==> src/rtl/fgen_pkg.sv <==
package fgen_pkg;
   localparam int NUM_SRC = 3;
   localparam int SRC_W   = 2;

   typedef logic [SRC_W-1:0] src_t;

   localparam src_t SRC_CPU  = 2'd0;
   localparam src_t SRC_AUX  = 2'd1;
   localparam src_t SRC_AUX2 = 2'd2;
endpackage

==> src/rtl/fgen_regs.sv <==
module fgen_regs #(
   parameter int NUM_REGS = 2,
   parameter int DATA_W   = 32,
   parameter int ADDR_W   = 1
) (
   input  logic                       clk,
   input  logic                       rst_n,
   input  logic                       wr_en,
   input  logic [ADDR_W-1:0]          wr_addr,
   input  logic [DATA_W-1:0]          wr_data,
   output logic [DATA_W-1:0]          rd_data,
   output logic [NUM_REGS*DATA_W-1:0] words
);
   logic [DATA_W-1:0] mem [NUM_REGS];

   always_ff @(posedge clk or negedge rst_n) begin
      if (!rst_n) begin
         for (int i = 0; i < NUM_REGS; i++) mem[i] <= '0;
      end else if (wr_en) begin
         mem[wr_addr] <= wr_data;
      end
   end

   assign rd_data = mem[wr_addr];

   for (genvar i = 0; i < NUM_REGS; i++) begin : g_flat
      assign words[i*DATA_W +: DATA_W] = mem[i];
   end
endmodule

==> src/rtl/fgen_decode.sv <==
module fgen_decode #(
   parameter int DIV_W    = 8,
   parameter bit EXTENDED = 1'b1
) (
   input  logic [DIV_W+1:0]   slice,
   input  logic               scale,
   output logic               en,
   output fgen_pkg::src_t     src,
   output logic [DIV_W+1:0]   ratio
);
   import fgen_pkg::*;
   localparam int RATIO_W = DIV_W + 2;

   logic [RATIO_W-1:0] base;
   assign base = RATIO_W'(slice[DIV_W+1:2]) + RATIO_W'(1);

   if (EXTENDED) begin : g_ext
      always_comb begin
         en  = 1'b1;
         src = SRC_CPU;
         case (slice[1:0])
            2'd0: en  = 1'b0;
            2'd1: src = SRC_AUX2;
            2'd2: src = SRC_CPU;
            default: src = SRC_AUX;
         endcase
      end
      assign ratio = scale ? base : (base << 1);
   end else begin : g_leg
      logic unused_scale;
      assign unused_scale = scale;
      assign en    = slice[1];
      assign src   = slice[0] ? SRC_AUX : SRC_CPU;
      assign ratio = base << 1;
   end
endmodule

==> src/rtl/fgen_divider.sv <==
module fgen_divider #(
   parameter int RATIO_W = 10
) (
   input  logic                          clk,
   input  logic                          rst_n,
   input  logic                          cfg_en,
   input  fgen_pkg::src_t                cfg_src,
   input  logic [RATIO_W-1:0]            cfg_ratio,
   input  logic [fgen_pkg::NUM_SRC-1:0]  src_tick,
   output logic                          busy,
   output logic                          clk_out
);
   import fgen_pkg::*;
   localparam int PAD_W = 1 << SRC_W;

   logic               act_en;
   src_t               act_src;
   logic [RATIO_W-1:0] act_ratio;
   logic [RATIO_W-1:0] cnt;
   logic [PAD_W-1:0]   tick_pad;
   logic               tick;
   logic               last;

   assign tick_pad = PAD_W'(src_tick);
   assign tick     = act_en && tick_pad[act_src];
   assign last     = (cnt == act_ratio - RATIO_W'(1));
   assign busy     = act_en;

   always_ff @(posedge clk or negedge rst_n) begin
      if (!rst_n) begin
         act_en    <= 1'b0;
         act_src   <= SRC_CPU;
         act_ratio <= RATIO_W'(1);
         cnt       <= '0;
         clk_out   <= 1'b0;
      end else if (!act_en) begin
         act_en    <= cfg_en;
         act_src   <= cfg_src;
         act_ratio <= cfg_ratio;
         cnt       <= cfg_ratio - RATIO_W'(1);
         clk_out   <= 1'b0;
      end else if (tick) begin
         if (last) begin
            act_en    <= cfg_en;
            act_src   <= cfg_src;
            act_ratio <= cfg_ratio;
            cnt       <= '0;
            clk_out   <= cfg_en;
         end else begin
            cnt     <= cnt + RATIO_W'(1);
            clk_out <= (cnt + RATIO_W'(1)) < (act_ratio >> 1);
         end
      end else if (act_ratio == RATIO_W'(1)) begin
         clk_out <= 1'b0;
      end
   end
endmodule

==> src/rtl/fgen_bank.sv <==
module fgen_bank #(
   parameter int NUM_GEN     = 6,
   parameter int GEN_PER_REG = 3,
   parameter int DIV_W       = 8,
   parameter int DATA_W      = 32,
   parameter int SCALE_BIT   = 30,
   parameter bit EXTENDED    = 1'b1,
   localparam int NUM_REGS   = NUM_GEN / GEN_PER_REG,
   localparam int ADDR_W     = (NUM_REGS > 1) ? $clog2(NUM_REGS) : 1
) (
   input  logic                         clk,
   input  logic                         rst_n,
   input  logic                         reg_we,
   input  logic [ADDR_W-1:0]            reg_addr,
   input  logic [DATA_W-1:0]            reg_wdata,
   output logic [DATA_W-1:0]            reg_rdata,
   input  logic [fgen_pkg::NUM_SRC-1:0] pll_tick,
   output logic [NUM_GEN-1:0]           gen_clk
);
   import fgen_pkg::*;
   localparam int SLICE_W = DIV_W + 2;
   localparam int RATIO_W = DIV_W + 2;

   if (NUM_GEN % GEN_PER_REG != 0) begin : g_bad_split
      $error("NUM_GEN must be a multiple of GEN_PER_REG");
   end
   if (GEN_PER_REG * SLICE_W > SCALE_BIT) begin : g_bad_slices
      $error("generator slices overlap the scale bit");
   end
   if (SCALE_BIT >= DATA_W) begin : g_bad_scale
      $error("scale bit outside the control word");
   end
   if ((1 << ADDR_W) != NUM_REGS && NUM_REGS > 1) begin : g_bad_regs
      $error("register count must be a power of two");
   end

   logic [NUM_REGS*DATA_W-1:0] words;
   logic [NUM_GEN-1:0]         cfg_en;
   src_t                       cfg_src [NUM_GEN];
   logic [NUM_GEN*RATIO_W-1:0] cfg_ratio;
   logic [NUM_GEN-1:0]         act_en;
   logic                       unused_words;

   assign unused_words = ^words;

   fgen_regs #(
      .NUM_REGS(NUM_REGS),
      .DATA_W  (DATA_W),
      .ADDR_W  (ADDR_W)
   ) u_regs (
      .clk    (clk),
      .rst_n  (rst_n),
      .wr_en  (reg_we),
      .wr_addr(reg_addr),
      .wr_data(reg_wdata),
      .rd_data(reg_rdata),
      .words  (words)
   );

   for (genvar k = 0; k < NUM_GEN; k++) begin : g_gen
      localparam int WI = k / GEN_PER_REG;
      localparam int SJ = k % GEN_PER_REG;

      fgen_decode #(
         .DIV_W   (DIV_W),
         .EXTENDED(EXTENDED)
      ) u_dec (
         .slice(words[WI*DATA_W + SJ*SLICE_W +: SLICE_W]),
         .scale(words[WI*DATA_W + SCALE_BIT]),
         .en   (cfg_en[k]),
         .src  (cfg_src[k]),
         .ratio(cfg_ratio[k*RATIO_W +: RATIO_W])
      );

      fgen_divider #(
         .RATIO_W(RATIO_W)
      ) u_div (
         .clk      (clk),
         .rst_n    (rst_n),
         .cfg_en   (cfg_en[k]),
         .cfg_src  (cfg_src[k]),
         .cfg_ratio(cfg_ratio[k*RATIO_W +: RATIO_W]),
         .src_tick (pll_tick),
         .busy     (act_en[k]),
         .clk_out  (gen_clk[k])
      );
   end
endmodule

==> config.mk <==
export PLATFORM = sky130hd
export DESIGN_NAME = fgen_bank
export DESIGN_NICKNAME = d
export VERILOG_FILES = /design/src/rtl/fgen_pkg.sv /design/src/rtl/fgen_regs.sv /design/src/rtl/fgen_decode.sv /design/src/rtl/fgen_divider.sv /design/src/rtl/fgen_bank.sv
export SDC_FILE = /design/constraint.sdc
export NUM_CORES = 1
export LEC_CHECK = 0
export BUFFER_PORTS_ARGS = -buffer_cell sky130_fd_sc_hd__buf_2
export CAP_MARGIN = 5
export CORE_MARGIN = 4
export CORE_UTILIZATION = 68
export DETAILED_ROUTE_END_ITERATION = 16
export PLACE_DENSITY_LB_ADDON = 0.08
export SETUP_SLACK_MARGIN = 0.05
export SYNTH_ARGS = -nofsm -noshare
export SYNTH_HDL_FRONTEND = slang
export SYNTH_SLANG_ARGS = --single-unit
==> constraint.sdc <==
create_clock -name clk -period 8.8 [get_ports clk]
set_clock_uncertainty 0.2 [all_clocks]
set_input_delay 1.76 -clock clk [delete_from_list [all_inputs] [get_ports clk]]
set_output_delay 1.76 -clock clk [all_outputs]
set_load 0.01 [all_outputs]
==> impl_summary.md, run 1 <==
Synthesis
The net count after synthesis is 1981. In this run the mean area of a mapped cell was 8.80 um^2. The mapped netlist covers 16400 um^2. The number of enable flip-flop cells after synthesis is 0. After synthesis, the largest family of logic cells by area is simple AND/OR/NAND/NOR gates.

The fraction of the yosys area taken by sequential cells is 31.7%. The proportion of register bits with asynchronous set or reset after synthesis is 100%. The primary flip-flop cell chosen by synthesis mapping is dfrtp_1. The multiplexer area fraction after synthesis is 12.2%. The largest total area in the synthesized netlist belongs to dfrtp_1.

Summing the areas of all compound-gate instances in the mapped netlist gives 17.8% of the synthesized area. For this run, the number of Yosys warnings is 0. The number of different library cells used by synthesis comes to 89. After synthesis, the cell types taking the most area are dfrtp_1 31%, mux2_2 8.6%, ha_1 5.5%, xnor2_1 5.1%, xor2_1 3.8%. After Yosys synthesis, full adders, half adders and majority gates account for 5.48% of the synthesized area. Of the total synthesized cell area, the portion taken by AND, OR, NAND and NOR gates is 18.6%. The number of synthesized register bits is 208. Of the post-synthesis cell area, the dominant cell type holds 30.7%. After Yosys synthesis, XOR and XNOR cells account for 8.84% of the synthesized area. The synthesized netlist cell count is 1870.

STA
The setup TNS after final layout is 0 ns. The minimum clock period after layout is 5.03 ns. The portion of the clock cycle consumed by the worst path in the final layout is 57.1%. On the final layout, the worst hold slack is 0.304 ns. Measured against its own limit, the worst slew margin works out to 29.8%. The slew at the pin with the worst max-slew slack is 1.05 ns. Setup repair after global routing left no endpoint under its margin. The final-report hold violation count came to 0. The number of setup violations in the final report is 0. The upper clock frequency limit is 0.199 GHz.

The count of pins over their slew limit is 0.

Clocking
The tree built by TritonCTS fans out to 208 sinks. The total CTS buffers is 24. The number of buffers added for setup after CTS is 0. In this run the number of H-tree levels came out at 1. The count of cells resized by post-cts repair is 0.

TritonCTS built the clock tree. The master cell of the clock root buffer is clkbuf_16. After clock tree synthesis, the clock-pin slew on the worst setup and hold paths is 0.06 ns. For this design, the CTS-stage hold fixing added 0 buffers. In this run the deepest clock path goes through 3 buffers. The clock reaches the later pin of the worst-skew pair after 0.53 ns.

Die
The overall die height is 164 um. From left edge to right edge, the die measures 164 um. The core outline area is 23600 um^2. The starting utilization of the core area is 69.7%. The placement row count is 56. During I/O placement, the number of pins put on the boundary was 77. The die covers 26700 um^2.

Worst setup path
Along the worst path, the maximum fanout reaches 37. The worst path required time is 6.84 ns. The kind of end point of the critical path is an output pin.

The worst setup path is launched from an input port. The most repeated library cell on the critical path is buf_2. In this run the critical register-to-register path is launched from g_gen[5].u_div.act_ratio[3]. Walking the worst path, the cells encountered are buf_2 > mux2_2 > buf_2. The worst setup path category is in -> out. For this design, the slowest cell found on the critical path is buf_2.

The longest individual stage delay on the worst path is 0.71 ns. Data arrives at the worst endpoint at 3.07 ns. The number of cell instances on the worst register-to-register path is 7. The capture instance of the worst register-to-register path is g_gen[5].u_div.act_ratio[4]. The critical path starts at reg_addr.

The setup check on the worst reg-to-reg path leaves a slack of 5.13 ns.

Min path
The capture endpoint of the worst hold path is g_gen[5].u_div.clk_out. The worst hold path begins at g_gen[5].u_div.clk_out. The kind of path behind the tightest hold check is reg -> reg.

Along the worst hold path, the cell count comes to 1.

GRT
The total overflow left after global routing is 0. The number of global-route vias before repair is 13500. The first global-routing pass estimated 67900 um of wire. Entering global routing, the biggest net connects 129 pins. The initial antenna violation count was 2. For this run, the total global-route usage over all layers was measured as 30.5%.

Final layout
After routing the design area is 17600 um^2. The layout overhead on the synthesized area is 7.26%. The fraction of layout instances using a drive strength above 1 is 15.7%. After the last flow step, the layout net total stands at 1964. Once layout is complete, the cells apart from fillers number 2190.

Drt
The routed wire length is 41000 um. The routed wirelength normalized by instance count is 18.7 um. The detailed-route DRC error count is 0. The detailed router finished its first iteration with 1204 violations. Using the TritonRoute via totals, the vias-per-cell ratio works out to 6.44. The pre-antenna-repair detailed-routing pass consisted of 7 iterations. The total number of vias is 14100. The remaining antenna violation count is 0.

Place
The placer congestion estimate is 0.882. The placed standard-cell area is 16800 um^2. Port buffering added 76 buffers. The total placed cells including tap cells is 2146.

The half-perimeter wire length of the detailed placement result is 29400 um.

Power and ir drop
The analysis attributes to cell leakage a power of 7.46 nW. VDD sags by at most 0.197 mV. Power spread over the standard cell area amounts to 223 nW/um^2. The sum of internal, switching and leakage power is 3.93 mW.

Flow run
The reported max-cap violation count is 0.

Outcome
The run finished with clean final reports.
==> routing by layer <==
layer  wire length [um]  track usage, %
met4               1080            8.81
met3               2090            4.37
met1              18000            41.0
met5                 27               0
met2              19800            51.6
==> critical path: cells and delay by family <==
family                 cells  cell delay (ns)
buffers and inverters      2             0.85
multiplexers               1             0.44
==> report_power, final <==
part	switching (mW)	total [mW]	internal, mW
Combinational	0.736	1.41	0.673
Clock	0.416	1.11	0.697
Sequential	0.305	1.41	1.11
==> cell families (layout without fill, tap and decap cells) <==
logic type	Yosys count	after routing
XOR/XNOR	166	166
AND/OR/NAND/NOR	595	595
buffers and inverters	221	221
AO/OA/AOI/OAI	425	425
multiplexers	183	183
flip-flops	208	208
adder cells (fa/ha/maj)	72	72
other	0	1
==> cell usage in the layout, fill, tap and decap left out, types with 11 or more instances in the layout <==
cell,instances
a211oi_1,19
a21boi_0,12
a21o_1,21
a21oi_1,81
a221o_1,11
a22oi_1,18
a31oi_1,34
and2_1,21
and3_1,30
buf_2,75
clkbuf_16,25
dfrtp_1,200
ha_1,72
inv_1,92
mux2_2,125
mux2i_1,51
nand2_1,145
nand2b_1,26
nand3_1,75
nand4_1,22
nor2_1,107
nor2b_1,37
nor3_1,45
nor4_1,17
o211ai_1,13
o21ai_0,77
o22ai_1,18
or3_1,11
xnor2_1,95
xor2_1,71
==> cell type report <==
type | count | area, um^2
Tap cell | 319 | 399
Timing Repair Buffer | 85 | 458
Clock inverter | 12 | 191
Antenna cell | 1 | 2.50
Multi-Input combinational cell | 1441 | 10300
Inverter | 93 | 349
Sequential cell | 208 | 5220
Fill cell | 1796 | 5970
Clock buffer | 31 | 688
==> state kept, by name, summed over array words and instances (netlist names) <==
register,cells
u_regs.words,64
g_gen.u_div.cnt,60
g_gen.u_div.act_ratio,60
g_gen.u_div.busy,6
g_gen.u_div.act_src,12
g_gen.u_div.clk_out,6
==> Yosys cell counts (all sizes together) (9+ instances only) <==
| master | number |
|---|---|
| nand4 | 23 |
| a21oi | 83 |
| buf | 38 |
| o211ai | 14 |
| or3 | 11 |
| a311oi | 10 |
| or2 | 11 |
| dfrtp | 202 |
| a31o | 9 |
| a221o | 11 |
| nand2b | 26 |
| nor4 | 17 |
| and2 | 21 |
| a21boi | 13 |
| xnor2 | 95 |
| nor2 | 107 |
| nor2b | 38 |
| mux2i | 51 |
| a2111oi | 10 |
| ha | 72 |
| clkbuf | 90 |
| nand2 | 145 |
| nor3b | 10 |
| inv | 93 |
| o31ai | 10 |
| xor2 | 71 |
| nand3 | 75 |
| a22oi | 18 |
| and3 | 30 |
| o21ai | 82 |
| a211oi | 19 |
| a31oi | 34 |
| a21o | 21 |
| o22ai | 18 |
| nor3 | 46 |
| mux2 | 132 |
==> how the worst max path moves through the flow <==
| stage | end | cells after the start |
|---|---|---|
| 4_1_cts | reg_rdata[16] | 3 |
| 6_report | reg_rdata[16] | 3 |
| 3_3_place_gp | reg_rdata[16] | 3 |
| 3_5_place_dp | reg_rdata[16] | 3 |
| 5_1_grt | reg_rdata[16] | 3 |
| 2_1_floorplan | reg_rdata[10] | 3 |
==> through the flow <==
step / util, % / setup slack [ns]
finish: 74.7 / 3.77
global route: 74.7 / 3.76
CTS: 74.7 / 3.79
detailed placement: 71.0 / 3.80
global placement: 71.0 / 3.87
floorplan: - / 4.03
Note: power is estimated with default switching activity, not from simulation.
==> run 2, diff against run 1 <==
--- a/config.mk
+++ b/config.mk
@@ -8,7 +8,7 @@
 export BUFFER_PORTS_ARGS = -buffer_cell sky130_fd_sc_hd__buf_2
 export CAP_MARGIN = 5
 export CORE_MARGIN = 4
-export CORE_UTILIZATION = 68
+export CORE_UTILIZATION = 57
 export DETAILED_ROUTE_END_ITERATION = 16
 export PLACE_DENSITY_LB_ADDON = 0.08
 export SETUP_SLACK_MARGIN = 0.05
==> constraint.sdc (replaced) <==
create_clock -name clk -period 4.6 [get_ports clk]
set_clock_uncertainty 0.2 [all_clocks]
set_input_delay 0.92 -clock clk [delete_from_list [all_inputs] [get_ports clk]]
set_output_delay 0.92 -clock clk [all_outputs]
set_load 0.01 [all_outputs]
==> run 2 against run 1 <==
Net effect: combinational power is 91% higher; global-route usage shrank 4.7 points; wire length is 1.3% higher; register-to-register slack worse by 4.2 ns; flip-flop and latch count stayed put; cell count up 2.9%; power increased by 85%; core utilization down 12 points; critical path type is now reg -> reg; critical endpoint is now g_gen[5].u_div.act_ratio[6].
==> impl_summary.md, run 2 (synthesis results as in run 1) <==
Outcome
The flow ran to the end, and the final reports show no timing, DRC or antenna violations.

STA
The count of pins over their slew limit is 0 (unchanged). The final-report hold violation count was 0 (unchanged). Static timing analysis puts the maximum clock frequency at 0.275 GHz. The slew at the pin with the worst max-slew slack is 1.04 ns (-0.00848 ns). The minimum clock period after layout is 3.63 ns. The normalized max-slew margin is 30.3% (+0.42 points). The worst hold-check slack came to 0.216 ns (-0.0878 ns).

Setup repair after global routing left no endpoint under its margin. The number of setup violations in the final report came to 0 (unchanged). The setup TNS after final layout is 0 ns (unchanged). The portion of the clock cycle consumed by the worst path in the final layout is 78.9%.

Drt
The routed wirelength normalized by instance count came to 18.4 um (-1.6%). The via-per-instance ratio is 6.17 (-4.2%). The routed wire length is 41600 um (+1.3%). The detailed-route DRC error count is 0 (unchanged). The top layer reached by signal wires is met5. The detailed route wirelength on metal2 is 20000 um (+0.97%). The length of the first detailed-routing pass in iterations is 6 (-1).

The total number of vias was 13900 (-1.4%). The routed length on met1 was 18900 um (+4.7%). The remaining antenna violation count is 0 (unchanged). The starting DRC count in detailed routing is 1060 (-12%). The routed length on met3 came to 1860 um (-11%).

Place
The total placed cells including tap cells is 2210 (+3.0%). The count of input and output buffers is 76 (unchanged). The placer congestion estimate is 0.892 (+1.0%). The half-perimeter wire length of the detailed placement result is 30400 um (+3.4%).

Power and ir drop
The power density normalized to cell area was 413 nW/um^2 (+85%). The leakage dissipation is 7.43 nW (-0.33%). The highest ir drop seen on vdd is 0.267 mV (+36%).

Die
The placement row count is 61 (+8.9%). The starting utilization of the core area is 58.6% (-11 points). The core outline area came to 28100 um^2 (+19%).

The total die area is 31600 um^2 (+18%). The die outline width is 178 um (+8.8%). The count of boundary I/O pins is 77 (unchanged).

The overall die height is 178 um (+8.8%).

GRT
The number of global-route vias before repair was 13400 (-1.0%). The initial antenna violation count was 2 (unchanged). The all-layer global routing usage is 25.8% (-4.7 points). The pin count of the biggest net entering global routing was 106 (-18%). The first-pass GRT wire length is 67900 um (about the same). The aggregate global routing overflow is 0 (unchanged).

Final layout
The layout overhead on the synthesized area is 7.28% (about the same). In the layout the commonest cells are 200 x dfrtp_1, 145 x nand2_1, 125 x mux2_2, 107 x nor2_1, 95 x xnor2_1. The final net count was 1970 (+0.31%). The antenna diode count is 0 (-1). The fraction of layout instances using a drive strength above 1 is 15.7% (-0.050 points). The post-route non-filler standard cell count is 2254 (+2.9%). The final core utilization is 62.8% (-12 points). The most common cell after layout, fill and taps aside is dfrtp_1. The number of flip-flops in the largest register was 64 (unchanged).

Flow run
The reported max-cap violation count is 0 (unchanged).

Worst setup path
The worst setup path category is reg -> reg. The worst path required time is 4.81 ns (-2.03 ns). The startpoint class of the critical path is a flip-flop. The maximum fanout along the worst path is 13 (-65%). The critical path arrival is 3.84 ns (+0.77 ns). The number of cell instances on the worst register-to-register path is 7 (unchanged). STA classifies the critical path endpoint as a flip-flop.

Clocking
The number of buffers added for setup after CTS is 0 (unchanged). The TritonCTS clock tree is built. The number of hold buffers added after cts is 0 (unchanged). The clock network latency to the later pin of the worst-skew pair came to 0.53 ns (about the same). The count of cells resized by post-cts repair is 0 (unchanged). The H-tree depth reported by CTS was 1 (unchanged). The clock-pin transition on the worst setup and hold timing paths is 0.06 ns (about the same). The maximum root-to-sink buffer count came to 3 (unchanged). The total CTS buffers is 25 (+4.2%). The master cell of the clock root buffer is clkbuf_16. The clock sink count is 208 (unchanged).

Min path
The kind of path behind the tightest hold check is in -> async.
==> run 2: power by group <==
group          switching, mW  internal, mW  leakage [nW]
registers              0.590          2.12          2.43
clock network          0.773          1.12         0.385
logic                   1.40          1.29          4.61
total                   2.76          4.53          7.43
==> run 2: stage by stage <==
stage	setup slack [ns]	power [mW]	area (um^2)
after floorplan	1.51	4.73	16400
after detailed placement	1.03	5.39	16900
final	0.969	7.29	17600
after global routing	0.770	7.80	17600
after CTS	1.01	7.32	17600
after global placement	1.13	5.32	16900
==> run 2: area by class of cell <==
cell class | count | area [um^2]
fill | 2501 | 10400
multi-input combinational | 1441 | 10300
sequential | 208 | 5220
clock buffer | 37 | 711
timing repair buffer | 90 | 495
tap | 378 | 473
inverter | 93 | 349
clock inverter | 7 | 63.8
==> run 2: per-layer routing <==
layer / up-vias / track usage, %
met4: 4 / 5.90
met1: 6753 / 35.1
met2: 316 / 44.1
met3: 59 / 3.39
li1: 6773 / -
met5: - / 0
==> run 2: path summary, 6_finish.rpt <==
path | from | endpoint | slack, ns
setup / recovery | g_gen[5].u_div.act_ratio[3] | g_gen[5].u_div.act_ratio[6] | 0.97
hold / removal | rst_n | g_gen[4].u_div.cnt[2] | 0.22
setup reg to reg | g_gen[5].u_div.act_ratio[3] | g_gen[5].u_div.act_ratio[6] | 0.97
hold reg to reg | g_gen[5].u_div.clk_out | g_gen[5].u_div.clk_out | 0.29
max in group asynchronous | rst_n | g_gen[1].u_div.act_ratio[0] | 2.98
min in group clk | g_gen[5].u_div.clk_out | g_gen[5].u_div.clk_out | 0.29
==> run 2: critical path: stages (launching register included) <==
cell	delay [ns]
dfrtp_1	0.43
nor4_1	0.67
nand4_1	0.21
xnor2_1	0.16
nor4_1	0.35
o211ai_2	0.36
a21oi_2	0.72
mux2_2	0.41
==> run 3, diff against run 2 <==
--- a/config.mk
+++ b/config.mk
@@ -5,10 +5,11 @@
 export SDC_FILE = /design/constraint.sdc
 export NUM_CORES = 1
 export LEC_CHECK = 0
+export ABC_AREA = 1
 export BUFFER_PORTS_ARGS = -buffer_cell sky130_fd_sc_hd__buf_2
 export CAP_MARGIN = 5
 export CORE_MARGIN = 4
-export CORE_UTILIZATION = 57
+export CORE_UTILIZATION = 63
 export DETAILED_ROUTE_END_ITERATION = 16
 export PLACE_DENSITY_LB_ADDON = 0.08
 export SETUP_SLACK_MARGIN = 0.05
==> constraint.sdc (replaced) <==
create_clock -name clk -period 3.65 [get_ports clk]
set_clock_uncertainty 0.2 [all_clocks]
set_input_delay 0.73 -clock clk [delete_from_list [all_inputs] [get_ports clk]]
set_output_delay 0.73 -clock clk [all_outputs]
set_load 0.01 [all_outputs]
==> run 3 against run 2 <==
Net effect: the flow now finishes with violations (hold timing); cell count rose by 26%; via count rose by 13%; setup slack got worse by 0.21 ns; synthesized area fell by 0.97%; global-route usage rose by 4.3 points; power is 28% higher; core utilization rose by 7.0 points; highest routed layer unchanged.
==> impl_summary.md, run 3 <==
Synthesis
The number of synthesized register bits was 208 (unchanged). The net count after synthesis is 2559 (+29%). The synthesized netlist cell count came to 2448 (+31%). The primary flip-flop cell chosen by synthesis mapping is dfrtp_1. The number of distinct standard cells referenced by the synthesized netlist was 47 (-47%).

The proportion of register bits with asynchronous set or reset after synthesis is 100% (unchanged). By count the netlist is led by 819 x nand2_1, 291 x inv_1, 211 x nand3_1, 205 x nor2_1, 202 x dfrtp_1. The number of warnings reported in the yosys synthesis log is 0 (unchanged). The most frequent cell after synthesis is nand2_1. After synthesis, the cell types taking the most area are dfrtp_1 31%, nand2_1 19%, inv_1 6.7%, nand3_1 6.5%, ha_1 5.5%. The post-synthesis area per instance came to 6.65 um^2 (-24%). The library cell occupying the most area in the post-synthesis netlist is dfrtp_1. The total standard cell area after synthesis is 16300 um^2 (-0.97%). The fraction of the yosys area taken by sequential cells is 32.0% (+0.31 points). The number of enable flip-flop cells after synthesis is 0 (unchanged). The top cell type's share of synthesized area came to 31.0% (+0.30 points).

Die
The total die area is 28500 um^2 (-9.9%). The count of boundary I/O pins came to 77 (unchanged). The core outline area is 25300 um^2 (-9.8%). The die outline width came to 169 um (-5.1%). The overall die height was 169 um (-5.1%). The starting utilization of the core area is 64.3% (+5.7 points). The placement row count is 58 (-4.9%).

Final layout
The register area came to 5210 um^2 (about the same). The final core utilization is 69.9% (+7.0 points). The number of flip-flops in the largest register was 64 (unchanged).

The fill cell instance count of the final layout is 2174 (-13%). The library cell used most frequently in the layout, excluding fill and tap cells, is nand2_1. The area of the multi-input gates is 9490 um^2 (-8.2%). The top cell types in the final layout, fill and taps aside, are 817 x nand2_1, 291 x inv_1, 211 x nand3_1, 205 x nor2_1, 202 x dfrtp_1. The finished layout cell area is 17700 um^2 (+0.28%). The post-route non-filler standard cell count was 2842 (+26%). The fraction of layout instances using a drive strength above 1 is 10.5% (-5.2 points). Compared with the post-synthesis result, the final layout area differs by 8.64%. The final net count is 2604 (+32%).

Worst setup path
The maximum fanout along the worst path is 5 (-8). The worst path required time is 3.85 ns (-0.96 ns). The setup path with the least slack is of type reg -> reg. The startpoint class of the critical path is a flip-flop. The slowest library cell on the worst path is dfrtp_1.

Among the stages of the critical path, the cell type that occurs most often is nand2_1. Walking the worst path, the cells encountered are nand2_1 > nor3_1 > nand2_1 > xor2_1 > inv_1 > ha_1 > nand4_1 > o21ai_0 > nand3_1 > nand2_1 > nand2_1 > nand3b_1 > nand2_1 > nand3_1 > nand2_1. The worst setup path is captured at a flip-flop. The longest individual stage delay on the worst path is 0.44 ns (-0.28 ns). The critical path arrival is 3.09 ns (-0.75 ns). The worst reg-to-reg setup slack is 0.76 ns (-0.21 ns).

Power and ir drop
The power density normalized to cell area came to 529 nW/um^2 (+28%). The clock power share is 28.3% (+2.3 points). The sum of internal, switching and leakage power is 9.36 mW (+28%). The highest ir drop seen on vdd is 0.439 mV (+64%). The relative contribution of combinational cells to total power came to 37.2% (+0.3 points). The sequential power share is 34.5% (-2.7 points). The internal power is 5.66 mW (+25%). The power spent charging and discharging nets is 3.70 mW (+34%).

The switching share of total power is 39.6% (+1.7 points). The leakage dissipation was 9.24 nW (+24%).

Flow run
The reported max-cap violation count came to 0 (unchanged).

STA
The final-report hold violation count came to 1 (+1). The worst hold-check slack was -0.00124 ns (-0.218 ns). Setup repair after global routing left no endpoint under its margin. The upper clock frequency limit is 0.345 GHz (+25%).

The worst setup slack after layout was 0.756 ns (-0.214 ns). The slew at the pin with the worst max-slew slack came to 0.781 ns (-0.262 ns). The count of pins over their slew limit is 0 (unchanged).

The portion of the clock cycle consumed by the worst path in the final layout came to 79.3% (+0.37 points). The minimum clock period after layout was 2.89 ns (-0.736 ns). The setup TNS after final layout is 0 ns (unchanged). The number of setup violations in the final report is 0 (unchanged). The normalized max-slew margin is 47.9% (+18 points).

Clocking
The tree is rooted in a clkbuf_16. The clock sink count is 208 (unchanged). The maximum root-to-sink buffer count was 3 (unchanged). The number of hold buffers added after cts is 0 (unchanged). The count of cells resized by post-cts repair is 0 (unchanged). The TritonCTS clock tree is built.

The clock-pin transition on the worst setup and hold timing paths came to 0.06 ns (about the same). The total CTS buffers came to 24 (-4.0%). The H-tree depth reported by CTS came to 1 (unchanged). The clock network latency to the later pin of the worst-skew pair is 0.52 ns (about the same). The number of buffers added for setup after CTS is 0 (unchanged).

Drt
The total number of vias is 15800 (+13%). The detailed-route DRC error count was 0 (unchanged). The routed wire length is 43200 um (+3.9%). The remaining antenna violation count is 0 (unchanged). The via-per-instance ratio was 5.54 (-10%). The routed wirelength normalized by instance count is 15.2 um (-18%). The starting DRC count in detailed routing came to 1253 (+18%). The length of the first detailed-routing pass in iterations is 5 (-1).

Min path
The path class of the tightest hold or removal check is in -> async.

Place
The setup slack at placement is 0.646 ns (-0.383 ns). The total placed cells including tap cells came to 2797 (+27%). The placed standard-cell area is 16800 um^2 (-0.33%). The half-perimeter wire length of the detailed placement result is 33400 um (+9.8%).

The count of input and output buffers was 76 (unchanged). The placer congestion estimate is 0.920 (+3.2%).

GRT
The number of global-route vias before repair came to 14800 (+11%). The aggregate global routing overflow is 0 (unchanged). The pin count of the biggest net entering global routing is 95 (-10%). The all-layer global routing usage was 30.2% (+4.3 points).

The first-pass GRT wire length is 71900 um (+5.9%). The initial antenna violation count is 2 (unchanged).

Outcome
The run finished, with violations left. The final reports fail on hold timing.
[run 3: cell types whose count changed after synthesis, sizes merged, moves of 124 or more]
cell   previous run  this run
mux2            132         0
nor2            107       234
nand3            75       215
nand2           145       838
inv              93       297
o21ai            82       206
[run 3: cells by family (layout without fill, tap and decap cells)]
logic type               count (synthesis)  count (layout)  synth area share, %
flip-flops                             208             208                 32.0
buffers and inverters                  376             439                 9.79
AND/OR/NAND/NOR                       1369            1369                 35.9
AO/OA/AOI/OAI                          345             345                 12.6
other                                    0               1                    0
adder cells (fa/ha/maj)                 72              72                 5.53
XOR/XNOR                                78              78                 4.19
[run 3: final timing paths]
check,startpoint,to,depth (start not counted)
max in group asynchronous,rst_n,g_gen[0].u_div.act_ratio[0],2
min,rst_n,g_gen[5].u_div.clk_out,1
min in group clk,reg_wdata[3],u_regs.words[35],3
min reg2reg,u_regs.words[31],u_regs.words[31],2
max reg2reg,g_gen[1].u_div.cnt[4],g_gen[1].u_div.clk_out,15
max,g_gen[1].u_div.cnt[4],g_gen[1].u_div.clk_out,15
[run 3: cell type report]
class                           instances  area share, %
Antenna cell                            1         0.0141
Sequential cell                       208           29.5
Clock buffer                           32           3.97
Tap cell                              330           2.33
Clock inverter                         12          0.997
Multi-Input combinational cell       1864           53.6
Inverter                              301           6.44
Timing Repair Buffer                   94           3.18
[run 3: worst max-delay path: cells and delay by family, from the launching register on]
kind / cells / cell delay, ns
buf+inv: 1 / 0.08
compound gates: 1 / 0.27
fa+ha+maj: 1 / 0.31
flops: 1 / 0.44
simple gates: 11 / 1.30
xor+xnor: 1 / 0.16
[run 3: power by group through the flow]
| stage | sequential [mW] | clock, mW | combinational, mW |
|---|---|---|---|
| after floorplan | 3.06 | 0 | 2.71 |
| after global placement | 3.24 | 0 | 3.34 |
| after detailed placement | 3.25 | 0 | 3.43 |
| after CTS | 3.21 | 2.69 | 3.46 |
| after global routing | 3.29 | 2.78 | 4.02 |
| final | 3.23 | 2.65 | 3.48 |
[run 3: metal layers]
| metal | track usage [%] | vias to the layer above | wire, um |
|---|---|---|---|
| li1 | - | 7969 | - |
| met3 | 5.58 | 77 | 3130 |
| met1 | 43.1 | 7268 | 19900 |
| met5 | 0 | - | 12 |
| met4 | 7.73 | 2 | 1010 |
| met2 | 47.6 | 437 | 19100 |
